===== src/rtl/coh_pkg.sv =====
package coh_pkg;

    typedef enum logic [2:0] {
        LS_INVALID   = 3'd0,
        LS_CLEAN_EX  = 3'd1,
        LS_CLEAN_SH  = 3'd2,
        LS_DIRTY_EX  = 3'd3,
        LS_DIRTY_OWN = 3'd4
    } line_state_t;

    typedef enum logic [1:0] {
        BC_READ     = 2'd0,
        BC_READ_OWN = 2'd1,
        BC_KILL     = 2'd2,
        BC_WRBACK   = 2'd3
    } bus_cmd_t;

    function automatic logic is_dirty(line_state_t s);
        return (s == LS_DIRTY_EX) || (s == LS_DIRTY_OWN);
    endfunction

    function automatic logic is_shared(line_state_t s);
        return (s == LS_CLEAN_SH) || (s == LS_DIRTY_OWN);
    endfunction

    // State reached by a valid line after another master's transaction.
    function automatic line_state_t snoop_next(line_state_t s, bus_cmd_t c);
        line_state_t n;
        n = s;
        unique case (c)
            BC_READ: begin
                if (s == LS_DIRTY_EX) n = LS_DIRTY_OWN;
                else if (s == LS_CLEAN_EX) n = LS_CLEAN_SH;
            end
            BC_READ_OWN, BC_KILL: n = LS_INVALID;
            BC_WRBACK: n = s;
        endcase
        return n;
    endfunction

endpackage


===== src/rtl/coh_tag_bank.sv =====
module coh_tag_bank
    import coh_pkg::*;
#(
    parameter int NUM_LINES = 16,
    parameter int TAG_W     = 8,
    localparam int IDX_W    = $clog2(NUM_LINES)
) (
    input  logic             clk,
    input  logic             rst_n,
    // state-only update from the snoop engine
    input  logic             sw_en,
    input  logic [IDX_W-1:0] sw_idx,
    input  line_state_t      sw_state,
    // tag and state update from the request engine
    input  logic             lw_en,
    input  logic [IDX_W-1:0] lw_idx,
    input  logic [TAG_W-1:0] lw_tag,
    input  line_state_t      lw_state,
    // private read port of this copy
    input  logic [IDX_W-1:0] rd_idx,
    output logic [TAG_W-1:0] rd_tag,
    output line_state_t      rd_state
);

    logic [TAG_W-1:0] tag_q [NUM_LINES];
    line_state_t      st_q  [NUM_LINES];

    always_ff @(posedge clk) begin
        if (!rst_n) begin
            for (int i = 0; i < NUM_LINES; i++) begin
                tag_q[i] <= '0;
                st_q[i]  <= LS_INVALID;
            end
        end else begin
            if (lw_en) begin
                tag_q[lw_idx] <= lw_tag;
                st_q[lw_idx]  <= lw_state;
            end
            // a snoop update is applied last, so it wins on a shared index
            if (sw_en) begin
                st_q[sw_idx] <= sw_state;
            end
        end
    end

    assign rd_tag   = tag_q[rd_idx];
    assign rd_state = st_q[rd_idx];

endmodule


===== src/rtl/coh_snoop_unit.sv =====
module coh_snoop_unit
    import coh_pkg::*;
#(
    parameter int ADDR_W    = 12,
    parameter int NUM_LINES = 16,
    localparam int IDX_W    = $clog2(NUM_LINES),
    localparam int TAG_W    = ADDR_W - IDX_W
) (
    input  logic              clk,
    input  logic              rst_n,
    input  logic              snp_valid,
    input  logic [1:0]        snp_cmd,
    input  logic [ADDR_W-1:0] snp_addr,
    // snoop copy of the tag store
    output logic [IDX_W-1:0]  rd_idx,
    input  logic [TAG_W-1:0]  rd_tag,
    input  line_state_t       rd_state,
    output logic              sw_en,
    output logic [IDX_W-1:0]  sw_idx,
    output line_state_t       sw_state,
    // registered responses
    output logic              resp_shared,
    output logic              resp_intervene,
    output logic              resp_reflect
);

    bus_cmd_t   cmd;
    logic       hit;
    logic       shared_d;
    logic       intervene_d;
    logic       shared_q;
    logic       intervene_q;
    logic       reflect_q;

    assign cmd    = bus_cmd_t'(snp_cmd);
    assign rd_idx = snp_addr[IDX_W-1:0];
    assign sw_idx = snp_addr[IDX_W-1:0];

    always_comb begin
        hit         = snp_valid && (rd_state != LS_INVALID)
                      && (rd_tag == snp_addr[ADDR_W-1:IDX_W]);
        shared_d    = 1'b0;
        intervene_d = 1'b0;
        sw_en       = 1'b0;
        sw_state    = rd_state;
        if (hit) begin
            unique case (cmd)
                BC_READ: begin
                    shared_d    = 1'b1;
                    intervene_d = is_dirty(rd_state);
                end
                BC_READ_OWN, BC_KILL: begin
                    intervene_d = is_dirty(rd_state);
                end
                BC_WRBACK: begin
                    intervene_d = 1'b0;
                end
            endcase
            sw_state = snoop_next(rd_state, cmd);
            sw_en    = (sw_state != rd_state);
        end
    end

    always_ff @(posedge clk) begin
        if (!rst_n) begin
            shared_q    <= 1'b0;
            intervene_q <= 1'b0;
            reflect_q   <= 1'b0;
        end else begin
            shared_q    <= shared_d;
            intervene_q <= intervene_d;
            reflect_q   <= intervene_d;
        end
    end

    assign resp_shared    = shared_q;
    assign resp_intervene = intervene_q;
    assign resp_reflect   = reflect_q;

endmodule


===== src/rtl/coh_req_fsm.sv =====
module coh_req_fsm
    import coh_pkg::*;
#(
    parameter int ADDR_W    = 12,
    parameter int NUM_LINES = 16,
    localparam int IDX_W    = $clog2(NUM_LINES),
    localparam int TAG_W    = ADDR_W - IDX_W
) (
    input  logic              clk,
    input  logic              rst_n,
    input  logic              cpu_req,
    input  logic              cpu_we,
    input  logic [ADDR_W-1:0] cpu_addr,
    output logic              cpu_ready,
    output logic              cpu_done,
    // processor copy of the tag store
    output logic [IDX_W-1:0]  rd_idx,
    input  logic [TAG_W-1:0]  rd_tag,
    input  line_state_t       rd_state,
    output logic              lw_en,
    output logic [IDX_W-1:0]  lw_idx,
    output logic [TAG_W-1:0]  lw_tag,
    output line_state_t       lw_state,
    // concurrent snoop, index only
    input  logic              snp_valid,
    input  logic [IDX_W-1:0]  snp_idx,
    // bus master side
    output logic              bus_req,
    output bus_cmd_t          bus_cmd,
    output logic [ADDR_W-1:0] bus_addr,
    input  logic              bus_gnt,
    input  logic              bus_shared_in
);

    typedef enum logic [2:0] {
        F_IDLE, F_LOOKUP, F_WRBACK, F_FETCH, F_UPGRADE, F_DONE
    } fsm_state_t;

    fsm_state_t       state_q, state_d;
    logic             we_q;
    logic [IDX_W-1:0] idx_q;
    logic [TAG_W-1:0] tag_q;
    logic             hit;
    logic             clash;

    assign rd_idx = idx_q;
    assign lw_idx = idx_q;
    assign hit    = (rd_state != LS_INVALID) && (rd_tag == tag_q);
    assign clash  = snp_valid && (snp_idx == idx_q);

    // state register and captured request
    always_ff @(posedge clk) begin
        if (!rst_n) begin
            state_q <= F_IDLE;
            we_q    <= 1'b0;
            idx_q   <= '0;
            tag_q   <= '0;
        end else begin
            state_q <= state_d;
            if (state_q == F_IDLE && cpu_req) begin
                we_q  <= cpu_we;
                idx_q <= cpu_addr[IDX_W-1:0];
                tag_q <= cpu_addr[ADDR_W-1:IDX_W];
            end
        end
    end

    // transitions
    always_comb begin
        state_d = state_q;
        unique case (state_q)
            F_IDLE: if (cpu_req) state_d = F_LOOKUP;
            F_LOOKUP: begin
                if (clash) begin
                    state_d = F_LOOKUP;
                end else if (hit) begin
                    if (we_q && is_shared(rd_state)) state_d = F_UPGRADE;
                    else                              state_d = F_DONE;
                end else if (is_dirty(rd_state)) begin
                    state_d = F_WRBACK;
                end else begin
                    state_d = F_FETCH;
                end
            end
            F_WRBACK:  if (bus_gnt) state_d = F_FETCH;
                       else if (clash) state_d = F_LOOKUP;
            F_FETCH:   if (bus_gnt) state_d = F_DONE;
                       else if (clash) state_d = F_LOOKUP;
            F_UPGRADE: if (bus_gnt) state_d = F_DONE;
                       else if (clash) state_d = F_LOOKUP;
            F_DONE:    state_d = F_IDLE;
        endcase
    end

    // outputs
    always_comb begin
        cpu_ready = 1'b0;
        cpu_done  = 1'b0;
        bus_req   = 1'b0;
        bus_cmd   = BC_READ;
        bus_addr  = {tag_q, idx_q};
        lw_en     = 1'b0;
        lw_tag    = tag_q;
        lw_state  = LS_INVALID;
        unique case (state_q)
            F_IDLE: cpu_ready = 1'b1;
            F_LOOKUP: begin
                if (!clash && hit && we_q && !is_shared(rd_state)) begin
                    lw_en    = 1'b1;
                    lw_state = LS_DIRTY_EX;
                end
            end
            F_WRBACK: begin
                bus_req  = 1'b1;
                bus_cmd  = BC_WRBACK;
                bus_addr = {rd_tag, idx_q};
                if (bus_gnt) begin
                    lw_en    = 1'b1;
                    lw_tag   = rd_tag;
                    lw_state = LS_INVALID;
                end
            end
            F_FETCH: begin
                bus_req = 1'b1;
                bus_cmd = we_q ? BC_READ_OWN : BC_READ;
                if (bus_gnt) begin
                    lw_en = 1'b1;
                    if (we_q)               lw_state = LS_DIRTY_EX;
                    else if (bus_shared_in) lw_state = LS_CLEAN_SH;
                    else                    lw_state = LS_CLEAN_EX;
                end
            end
            F_UPGRADE: begin
                bus_req = 1'b1;
                bus_cmd = BC_KILL;
                if (bus_gnt) begin
                    lw_en    = 1'b1;
                    lw_state = LS_DIRTY_EX;
                end
            end
            F_DONE: cpu_done = 1'b1;
        endcase
    end

endmodule


===== src/rtl/coh_snoop_ctrl.sv =====
module coh_snoop_ctrl
    import coh_pkg::*;
#(
    parameter int ADDR_W    = 12,
    parameter int NUM_LINES = 16
) (
    input  logic              clk,
    input  logic              rst_n,
    input  logic              cpu_req,
    input  logic              cpu_we,
    input  logic [ADDR_W-1:0] cpu_addr,
    output logic              cpu_ready,
    output logic              cpu_done,
    output logic              bus_req,
    output logic [1:0]        bus_cmd,
    output logic [ADDR_W-1:0] bus_addr,
    input  logic              bus_gnt,
    input  logic              bus_shared_in,
    input  logic              snp_valid,
    input  logic [1:0]        snp_cmd,
    input  logic [ADDR_W-1:0] snp_addr,
    output logic              snp_shared_out,
    output logic              snp_intervene,
    output logic              snp_reflect
);

    localparam int IDX_W   = $clog2(NUM_LINES);
    localparam int TAG_W   = ADDR_W - IDX_W;
    localparam int NCOPIES = 2;   // copy 0: processor side, copy 1: snoop side

    logic [IDX_W-1:0] bank_rd_idx   [NCOPIES];
    logic [TAG_W-1:0] bank_rd_tag   [NCOPIES];
    line_state_t      bank_rd_state [NCOPIES];

    logic             sw_en;
    logic [IDX_W-1:0] sw_idx;
    line_state_t      sw_state;
    logic             lw_en;
    logic [IDX_W-1:0] lw_idx;
    logic [TAG_W-1:0] lw_tag;
    line_state_t      lw_state;
    bus_cmd_t         req_cmd;

    for (genvar g = 0; g < NCOPIES; g++) begin : g_copy
        coh_tag_bank #(
            .NUM_LINES(NUM_LINES),
            .TAG_W    (TAG_W)
        ) u_bank (
            .clk     (clk),
            .rst_n   (rst_n),
            .sw_en   (sw_en),
            .sw_idx  (sw_idx),
            .sw_state(sw_state),
            .lw_en   (lw_en),
            .lw_idx  (lw_idx),
            .lw_tag  (lw_tag),
            .lw_state(lw_state),
            .rd_idx  (bank_rd_idx[g]),
            .rd_tag  (bank_rd_tag[g]),
            .rd_state(bank_rd_state[g])
        );
    end

    coh_req_fsm #(
        .ADDR_W   (ADDR_W),
        .NUM_LINES(NUM_LINES)
    ) u_req (
        .clk          (clk),
        .rst_n        (rst_n),
        .cpu_req      (cpu_req),
        .cpu_we       (cpu_we),
        .cpu_addr     (cpu_addr),
        .cpu_ready    (cpu_ready),
        .cpu_done     (cpu_done),
        .rd_idx       (bank_rd_idx[0]),
        .rd_tag       (bank_rd_tag[0]),
        .rd_state     (bank_rd_state[0]),
        .lw_en        (lw_en),
        .lw_idx       (lw_idx),
        .lw_tag       (lw_tag),
        .lw_state     (lw_state),
        .snp_valid    (snp_valid),
        .snp_idx      (snp_addr[IDX_W-1:0]),
        .bus_req      (bus_req),
        .bus_cmd      (req_cmd),
        .bus_addr     (bus_addr),
        .bus_gnt      (bus_gnt),
        .bus_shared_in(bus_shared_in)
    );

    assign bus_cmd = req_cmd;

    coh_snoop_unit #(
        .ADDR_W   (ADDR_W),
        .NUM_LINES(NUM_LINES)
    ) u_snoop (
        .clk           (clk),
        .rst_n         (rst_n),
        .snp_valid     (snp_valid),
        .snp_cmd       (snp_cmd),
        .snp_addr      (snp_addr),
        .rd_idx        (bank_rd_idx[1]),
        .rd_tag        (bank_rd_tag[1]),
        .rd_state      (bank_rd_state[1]),
        .sw_en         (sw_en),
        .sw_idx        (sw_idx),
        .sw_state      (sw_state),
        .resp_shared   (snp_shared_out),
        .resp_intervene(snp_intervene),
        .resp_reflect  (snp_reflect)
    );

endmodule


===== config.mk =====
export PLATFORM = sky130hd
export DESIGN_NAME = coh_snoop_ctrl
export DESIGN_NICKNAME = d
export VERILOG_FILES = /design/src/rtl/coh_pkg.sv /design/src/rtl/coh_tag_bank.sv /design/src/rtl/coh_snoop_unit.sv /design/src/rtl/coh_req_fsm.sv /design/src/rtl/coh_snoop_ctrl.sv
export SDC_FILE = /design/constraint.sdc
export NUM_CORES = 1
export LEC_CHECK = 0
export CAP_MARGIN = 30
export CORE_MARGIN = 2
export CORE_UTILIZATION = 68
export CTS_BUF_LIST = sky130_fd_sc_hd__clkbuf_8
export DETAILED_ROUTE_END_ITERATION = 10
export GPL_TIMING_DRIVEN = 0
export PLACE_DENSITY_LB_ADDON = 0.25
export SYNTH_ARGS = -nofsm -noshare
export SYNTH_HDL_FRONTEND = slang
export SYNTH_SLANG_ARGS = --single-unit

===== constraint.sdc =====
create_clock -name clk -period 8.4 [get_ports clk]
set_input_delay 1.68 -clock clk [delete_from_list [all_inputs] [get_ports clk]]
set_output_delay 1.68 -clock clk [all_outputs]
set_load 0.02 [all_outputs]

== Yosys cells after proc, flatten, opt, wreduce, memory -nomap -nowiden ==
Memories as Yosys holds them, arrays and structs flattened. A register that Yosys moved wholly into a read port is not among the register bits.
Index checks and enable logic that the tools add are counted.

* Register bits: 18
* Bits in writable memories: 352
* Input port bits: 33
* Output and inout bits: 20
* Word-level logic and storage cells: 121
* Memories: 4

{| class="wikitable"
|+ Memory list
! name !! words !! bits a word !! read ports !! clocked after Yosys merged registers in !! write ports !! line !! RTL
|-
| g_copy[0].u_bank.tag_q || 16 || 8 || 1 || 1 || 16 || coh_tag_bank.sv:25 || <nowiki>logic [TAG_W-1:0] tag_q [NUM_LINES];</nowiki>
|-
| g_copy[1].u_bank.tag_q || 16 || 8 || 1 || 0 || 16 || coh_tag_bank.sv:25 ||
|-
| g_copy[0].u_bank.st_q || 16 || 3 || 1 || 1 || 16 || coh_tag_bank.sv:26 || <nowiki>line_state_t st_q [NUM_LINES];</nowiki>
|-
| g_copy[1].u_bank.st_q || 16 || 3 || 1 || 0 || 16 || coh_tag_bank.sv:26 ||
|}

* Equality and inequality tests: 19
* Muxes and demuxes: 63
* Reductions and logical operators: 29

{| class="wikitable"
|+ Operators by type and width
! operator !! number
|-
| $mux W3 || 16
|-
| $mux W4 || 10
|-
| $mux W8 || 4
|-
| $mux W1 || 23
|-
| $pmux W3 S3 || 2
|-
| $reduce_or A3 Y1 || 6
|-
| $eq A8 B8 Y1 || 2
|-
| $reduce_or A8 Y1 || 2
|-
| $eq A3 B2 Y1 const B || 5
|-
| $pmux W3 S5 || 1
|-
| $eq A3 B3 Y1 const B || 4
|-
| $mux W12 || 1
|-
| $logic_and A1 B1 Y1 || 9
|-
| $eq A3 B1 Y1 const B || 2
|-
| $mux W2 || 3
|-
| $pmux W2 S3 || 1
|-
| $reduce_bool A3 Y1 || 2
|-
| $eq A2 B2 Y1 const B || 2
|-
| $eq A4 B4 Y1 || 1
|-
| $pmux W1 S2 || 2
|-
| $reduce_or A2 Y1 || 2
|-
| $logic_not A3 Y1 || 1
|-
| $logic_or A1 B1 Y1 || 3
|-
| $ne A3 B3 Y1 || 1
|-
| other kinds (5) || 6
|}

== Longest topological paths before layout ==
Gate-level depths: netlist of the first run.

* Depth in word-level cells: 13
* Gate-level depth with buffers: 14
* Gate-level depth less buffers: 9

== Cells and area by module ==
Synthesis of the first run repeated with hierarchy kept, for this count alone.

* Cell total of the unflattened synthesis: 1,470
* Area total of the unflattened synthesis: 19,229.7 µm²

{| class="wikitable"
|+ Modules (own cells, without submodules)
! module !! instances !! cells each !! area an instance (µm²) !! sequential area each (µm²)
|-
| coh_tag_bank at g_copy[1].u_bank || 1 || 632 || 8,789.7 || 5,285.1
|-
| coh_tag_bank at g_copy[0].u_bank || 1 || 634 || 8,787.2 || 5,285.1
|-
| coh_req_fsm || 1 || 159 || 1,262.5 || 320.3
|-
| coh_snoop_unit || 1 || 45 || 390.4 || 40.0
|}

== Worst setup path after synthesis of the first run ==
OpenSTA, ideal clock, no wires.

* Path kind: input-to-reg
* Start: input snp_addr[0]
* End: memory g_copy[0].u_bank.st_q[12][1] in the netlist's numbering (data pin)
* Data arrival time: 4,545 ps
* Required time: 8,139 ps
* Setup slack: 3,594 ps
* Stages: 11
* Path buffers: 3
* Cells stage by stage: buf_2 buf_4 mux4_2 mux4_2 xnor2_1 nor4b_1 nand4_1 nor2b_1 a211oi_2 buf_2 mux2i_1

{| class="wikitable"
|+ RTL lines
! element !! line !! RTL
|-
| start: declaration || coh_snoop_ctrl.sv:21 || <nowiki>input logic [ADDR_W-1:0] snp_addr,</nowiki>
|-
| end: declaration || coh_tag_bank.sv:26 ||
|}

==> metrics.md, run 1 <==
| Metric | Value |
|---|---|
| Largest cells by area after synthesis | `edfxtp_1 46%, mux4_2 13%, mux2i_1 6.4%` |
| Max clock buf depth | `2` |
| Count of final setup violators | `0` |
| Core area | `16500 um2` |
| Post-CTS Setup Bufs | `0` |
| Antenna diodes | `0` |
| Drt pass-1 iters | `8` |
| Clock sink count | `198` |
| Slew @ Worst Pin | `1.14 ns` |
| Top layer used by detailed routing | `met5` |
| Post-cts resize count | `0` |
| # hold bufs at CTS | `0` |
| Clk slew on worst S/H paths | `0.11 ns` |
| Cell Rows | `47` |
| Initial Util | `0.694` |
| Via Count | `9668` |
| Non-filler cells, final | `1307` |
| Post-synth net total | `1038` |
| Overall routing resource usage | `0.455` |
| CTS Buf Count | `17` |
| Final Critical Period | `6.51 ns` |
| Delay-heaviest family, CP | `buffers and inverters` |
| WS Path Type | `input port to flip-flop` |
| P_leak | `4.40 nW` |
| Final ANT Viol Nets | `0` |
| Status | `completed` |
| H-tree depth | `4` |
| Fraction of registers with async set/reset | `0` |
| Average size of a mapped cell | `11.4 um2` |
| CP peak stage delay | `0.68 ns` |
| Final wirelength | `39.2 mm` |
| Mapped Area | `11500 um2` |
| Pin count of the biggest net entering global routing | `22` |
| Die area | `17900 um2` |
| TNS Setup | `0 ns` |
| Initial DRC count | `1867` |
| Port Buffers | `49` |
| CTS tree | `yes` |
| Synth Instances | `1005` |
| Met2 WL | `16.5 mm` |
| Period utilisation layout | `0.775` |
| Share of the synthesized area in the top cell type | `0.461` |
| Peak supply drop | `0.179 mV` |
| Die H | `134 um` |
| Gpl congestion | `0.989` |
| M1 WL | `12.9 mm` |
| DRC | `0` |
| Critical path startpoint category | `input port` |
| Placed Instances | `1275` |
| Critical-path cell list | `clkdlybuf4s50_1, clkbuf_1, clkinv_1, mux4_2, xnor2_1, nor4b_1, nand4_1, nor2b_1, a211oi_2, buf_2, mux2i_1` |
| Power per Cell Area | `181 nW/um2` |
| Bufs and invs on worst path | `4` |
| Clk Latency, worst-skew pair | `0.50 ns` |
| Syn-to-layout area delta | `10.3%` |
| CP arrival | `6.74 ns` |
| Vias in the first global route | `9398` |
| Max transition margin | `0.241` |
| RSZ-0062 raised after global routing | `no` |
| CTS Root Buffer Type | `clkbuf_8` |
| EDFF count, synth | `176` |
| WL per Instance | `30.0 um` |
| Dominant synthesized flop cell | `edfxtp_1` |
| Initial antenna violation count | `0` |
| Share of cells above drive strength 1 | `0.151` |
| Crit-path max FO | `10` |
| Crit path capture type | `flip-flop` |
| Maximum Capacitance Violations | `0` |
| Fin nets | `1107` |
| Die width | `134 um` |
| Warnings, synthesis | `0` |
| Count of pins over their slew limit | `0` |
| Worst min path class | `flip-flop to flip-flop` |
| Final Hold Vio Count | `0` |
| Global route overflow | `0` |
| Worst path required time | `8.63 ns` |
| Flops & latches, synth | `198` |
| Hold Slack | `0.520 ns` |
| Num ports | `53` |
| DR WL met3 | `7.05 mm` |
| Final HPWL DP | `28.3 mm` |
| Synth cell types | `64` |
| Slowest-stage cell, CP | `mux4_2` |
| Sequential area share after synthesis | `0.500` |
| Cell accounting for the most synthesized area | `edfxtp_1` |
| Max Clock Skew | `0.0200 ns` |
| Vias per inst | `7.40` |
| Maximum clock rate | `154 MHz` |
| First-pass GRT wire length | `57.5 mm` |
-- worst reg2reg max path, delay by kind of cell (launching register included) --
family / cells / cell delay (ns)
and+or+nand+nor: 3 / 1.13
xor gates and xnor gates: 1 / 0.21
AOI/OAI and AO/OA: 4 / 1.77
DFF: 1 / 0.32
buffers and inverters: 4 / 1.63
-- sequential cells by signal (all words and copies together), names as in the netlist, named ones only --
name	flops
u_req.lw_idx	4
u_req.we_q	1
u_req.tag_q	8
g_copy.u_bank.tag_q	128
g_copy.u_bank.st_q	48
u_req.state_q	3
u_snoop.resp_shared	1
u_snoop.resp_intervene	1
-- worst paths after layout --
path | startpoint | end | slack, ns | depth (start not counted)
max | snp_addr[3] | g_copy[0].u_bank.st_q[1][1] | 1.89 | 11
min | u_req.we_q | u_req.we_q | 0.52 | 2
max reg2reg | flip-flop | g_copy[0].u_bank.tag_q[0][6] | 3.00 | 12
min reg2reg | u_req.we_q | u_req.we_q | 0.52 | 2
-- per-stage QoR --
stage	total power [mW]	worst slack [ns]	util	instance area [um2]
after floorplan	1.47	3.59	-	11500
after global placement	1.64	1.82	0.740	12200
after detailed placement	1.65	1.77	0.740	12200
after CTS	2.26	2.24	0.765	12600
after global routing	2.34	2.02	0.765	12600
final	2.29	1.89	0.765	12600
-- layout make-up --
cell class	instances	area, um2
buffer	87	429
fill	1146	3880
clock buffer	17	234
tap	220	275
inverter	13	48.8
timing repair buffer	50	495
multi-input combinational	707	5260
sequential	198	5730
clock inverter	15	180
-- power breakdown --
group          internal [mW]  switching, mW  leakage, nW
registers               1.11         0.0292         2.00
clock network          0.228          0.406        0.206
logic                  0.193          0.328         2.19
-- layer usage --
metal	vias up	track usage
li1	3875	-
met1	4483	0.596
met2	1062	0.656
met3	246	0.184
met4	2	0.243
met5	-	0
-- cells in the mapped netlist (2+ instances only) --
master / instances
mux2i_1: 73
xnor2_1: 13
nor4_1: 5
o211a_1: 2
nand2b_1: 16
nand3_1: 52
or2_2: 2
or3_1: 2
clkinv_1: 3
edfxtp_1: 176
buf_2: 28
o21ai_0: 12
nor4b_1: 5
and2_1: 3
o311ai_0: 2
o22ai_1: 12
mux4_2: 66
a22oi_1: 13
clkbuf_1: 40
inv_1: 9
buf_1: 4
a211oi_1: 2
nor2_1: 176
o221ai_1: 2
and3_1: 6
a21oi_1: 30
nor3b_1: 19
buf_4: 12
dfxtp_1: 22
buf_6: 3
a22o_1: 6
o211ai_1: 2
nand4_1: 8
nor3_1: 9
nand2_1: 104
nor2b_1: 14
a21boi_0: 2
mux2_2: 13
a221oi_1: 6
o21bai_1: 2
xor2_1: 6
-- cell families after synthesis --
kind of cell,count (synthesis),share of synthesized area
AO/OA/AOI/OAI,106,0.0642
multiplexers,152,0.206
XOR/XNOR,19,0.0145
buffers and inverters,100,0.0417
flip-flops,198,0.500
AND/OR/NAND/NOR,430,0.174
-- placed cells by master, fill, tap and decap left out, drive strengths merged, types with 19 or more instances in the layout --
cell type      instances
nor3b                 19
clkbuf                57
nand2                104
nand3                 52
a21oi                 30
nor2                 176
mux4                  66
mux2i                 73
edfxtp               176
dfxtp                 22
buf                   48
clkdlybuf4s50         49
(Power assumes the default switching activity.)
==> inputs of run 2 (changes only) <==
- CORE_UTILIZATION: 68 -> 63
- clock period: 8.4 -> 6.7 ns (I/O delays scaled with it)
==> metrics.md, run 2 (synthesis results as in run 1) <==
| Metric | Value |
|---|---|
| Syn-to-layout area delta | `10.4%` |
| Gpl congestion | `1.01` |
| Initial Util | `0.640` |
| Slew @ Worst Pin | `1.06 ns` |
| # hold bufs at CTS | `0` |
| Vias per inst | `7.22` |
| Power per Cell Area | `228 nW/um2` |
| Fin nets | `1107` |
| Maximum Capacitance Violations | `0` |
| Post-CTS Setup Bufs | `0` |
| Max transition margin | `0.293` |
| Final setup margin | `0.810 ns` |
| Num ports | `53` |
| GRT busiest layer | `met2` |
| Int Pwr | `1.92 mW` |
| Worst path required time | `6.95 ns` |
| Largest register by flop count | `g_copy.u_bank.tag_q` |
| Crit-path max FO | `10` |
| Worst min path class | `flip-flop to flip-flop` |
| Final ANT Viol Nets | `0` |
| Cell Rows | `49` |
| Maximum clock rate | `170 MHz` |
| Global route overflow | `0` |
| Antenna diodes | `0` |
| Critical path startpoint category | `input port` |
| DP Area | `12200 um2` |
| CTS Buf Count | `17` |
| Post-cts resize count | `0` |
| Final Util | `0.707` |
| Clock power frac | `0.280` |
| Vias in the first global route | `9117` |
| Share of cells above drive strength 1 | `0.150` |
| Clk Latency, worst-skew pair | `0.52 ns` |
| TNS Setup | `0 ns` |
| Final Critical Period | `5.89 ns` |
| Met2 Use GR | `0.573` |
| Initial DRC count | `1500` |
| GR met1 Demand/Resource | `0.525` |
| Comb pwr share | `0.225` |
| Total Power | `2.88 mW` |
| Count of pins over their slew limit | `0` |
| Die H | `139 um` |
| Max Clock Skew | `0.0228 ns` |
| Crit path capture type | `flip-flop` |
| Period utilisation layout | `0.879` |
| Count of final setup violators | `0` |
| DRC | `0` |
| WL per Instance | `28.8 um` |
| CP arrival | `6.14 ns` |
| Net switching fraction of the power | `0.334` |
| Clk slew on worst S/H paths | `0.11 ns` |
| GR Util met3 | `0.165` |
| Drt pass-1 iters | `6` |
| Via Count | `9498` |
| H-tree depth | `4` |
| Die width | `139 um` |
| Max reg flops | `128` |
| Core area | `17900 um2` |
| Commonest non-fill, non-tap cells in the layout | `176 x nor2_1, 176 x edfxtp_1, 104 x nand2_1, 73 x mux2i_1, 66 x mux4_2` |
| Top flop regs | `g_copy.u_bank.tag_q (128), g_copy.u_bank.st_q (48), u_req.tag_q (8)` |
| Peak supply drop | `0.171 mV` |
| Clock sink count | `198` |
| Status | `completed` |
| Die area | `19300 um2` |
| Final Hold Vio Count | `0` |
| Initial antenna violation count | `1` |
| Setup WS pre-CTS | `0.571 ns` |
| Final wirelength | `38.0 mm` |
| Final HPWL DP | `27.5 mm` |
| CTS tree | `yes` |
| RSZ-0062 raised after global routing | `no` |
| Final Cell Area | `12700 um2` |
| Overall routing resource usage | `0.397` |
| Port Buffers | `49` |
| Max clock buf depth | `2` |
| WS Path Type | `input port to flip-flop` |
| First-pass GRT wire length | `55.3 mm` |
| Sequential share of power | `0.495` |
| Pin count of the biggest net entering global routing | `22` |
| P_leak | `4.40 nW` |
| CTS Root Buffer Type | `clkbuf_8` |
| Net Switching | `0.964 mW` |
run 2: worst paths after layout:
kind | from | endpoint | slack, ns | depth (start not counted)
worst max-delay path | snp_addr[3] | g_copy[1].u_bank.st_q[9][1] | 0.81 | 11
worst min-delay path | u_req.we_q | u_req.we_q | 0.52 | 2
worst max register to register | flip-flop | g_copy[0].u_bank.tag_q[0][4] | 1.34 | 12
worst min register to register | u_req.we_q | u_req.we_q | 0.52 | 2
run 2: per-stage QoR:
stage / cells / hold slack [ns]
5_1_grt: 1316 / 0.543
4_1_cts: 1316 / 0.514
3_3_place_gp: 1283 / 0.487
2_1_floorplan: 1005 / 0.463
3_5_place_dp: 1284 / 0.496
6_report: 1316 / 0.521
run 2: layout make-up:
type	instances	area, um2
buffer	87	429
timing repair buffer	50	498
tap	229	287
sequential	198	5730
clock buffer	17	234
clock inverter	15	179
fill	1311	5240
multi-input combinational	707	5260
inverter	13	48.8
run 2: per-layer routing:
layer | vias to the layer above | wire [um]
met3 | 165 | 6870
li1 | 3883 | -
met2 | 946 | 16300
met5 | - | 13
met1 | 4502 | 12800
met4 | 2 | 2020
run 2: power by group through the flow:
stage / Clock [mW] / Sequential, mW / Combinational, mW
after floorplan: 0 / 1.44 / 0.411
after detailed placement: 0 / 1.45 / 0.622
after CTS: 0.794 / 1.42 / 0.626
after global placement: 0 / 1.45 / 0.613
after global routing: 0.836 / 1.43 / 0.679
final: 0.806 / 1.43 / 0.649
run 2: critical path: stages:
cell and delay [ns]:
clkdlybuf4s50_1 0.54, clkbuf_1 0.47, clkinv_1 0.58, mux4_2 0.65
xnor2_1 0.47, nor4b_1 0.36, nand4_1 0.40, nor2b_1 0.27
a211oi_2 0.53, buf_2 0.38, mux2i_1 0.14
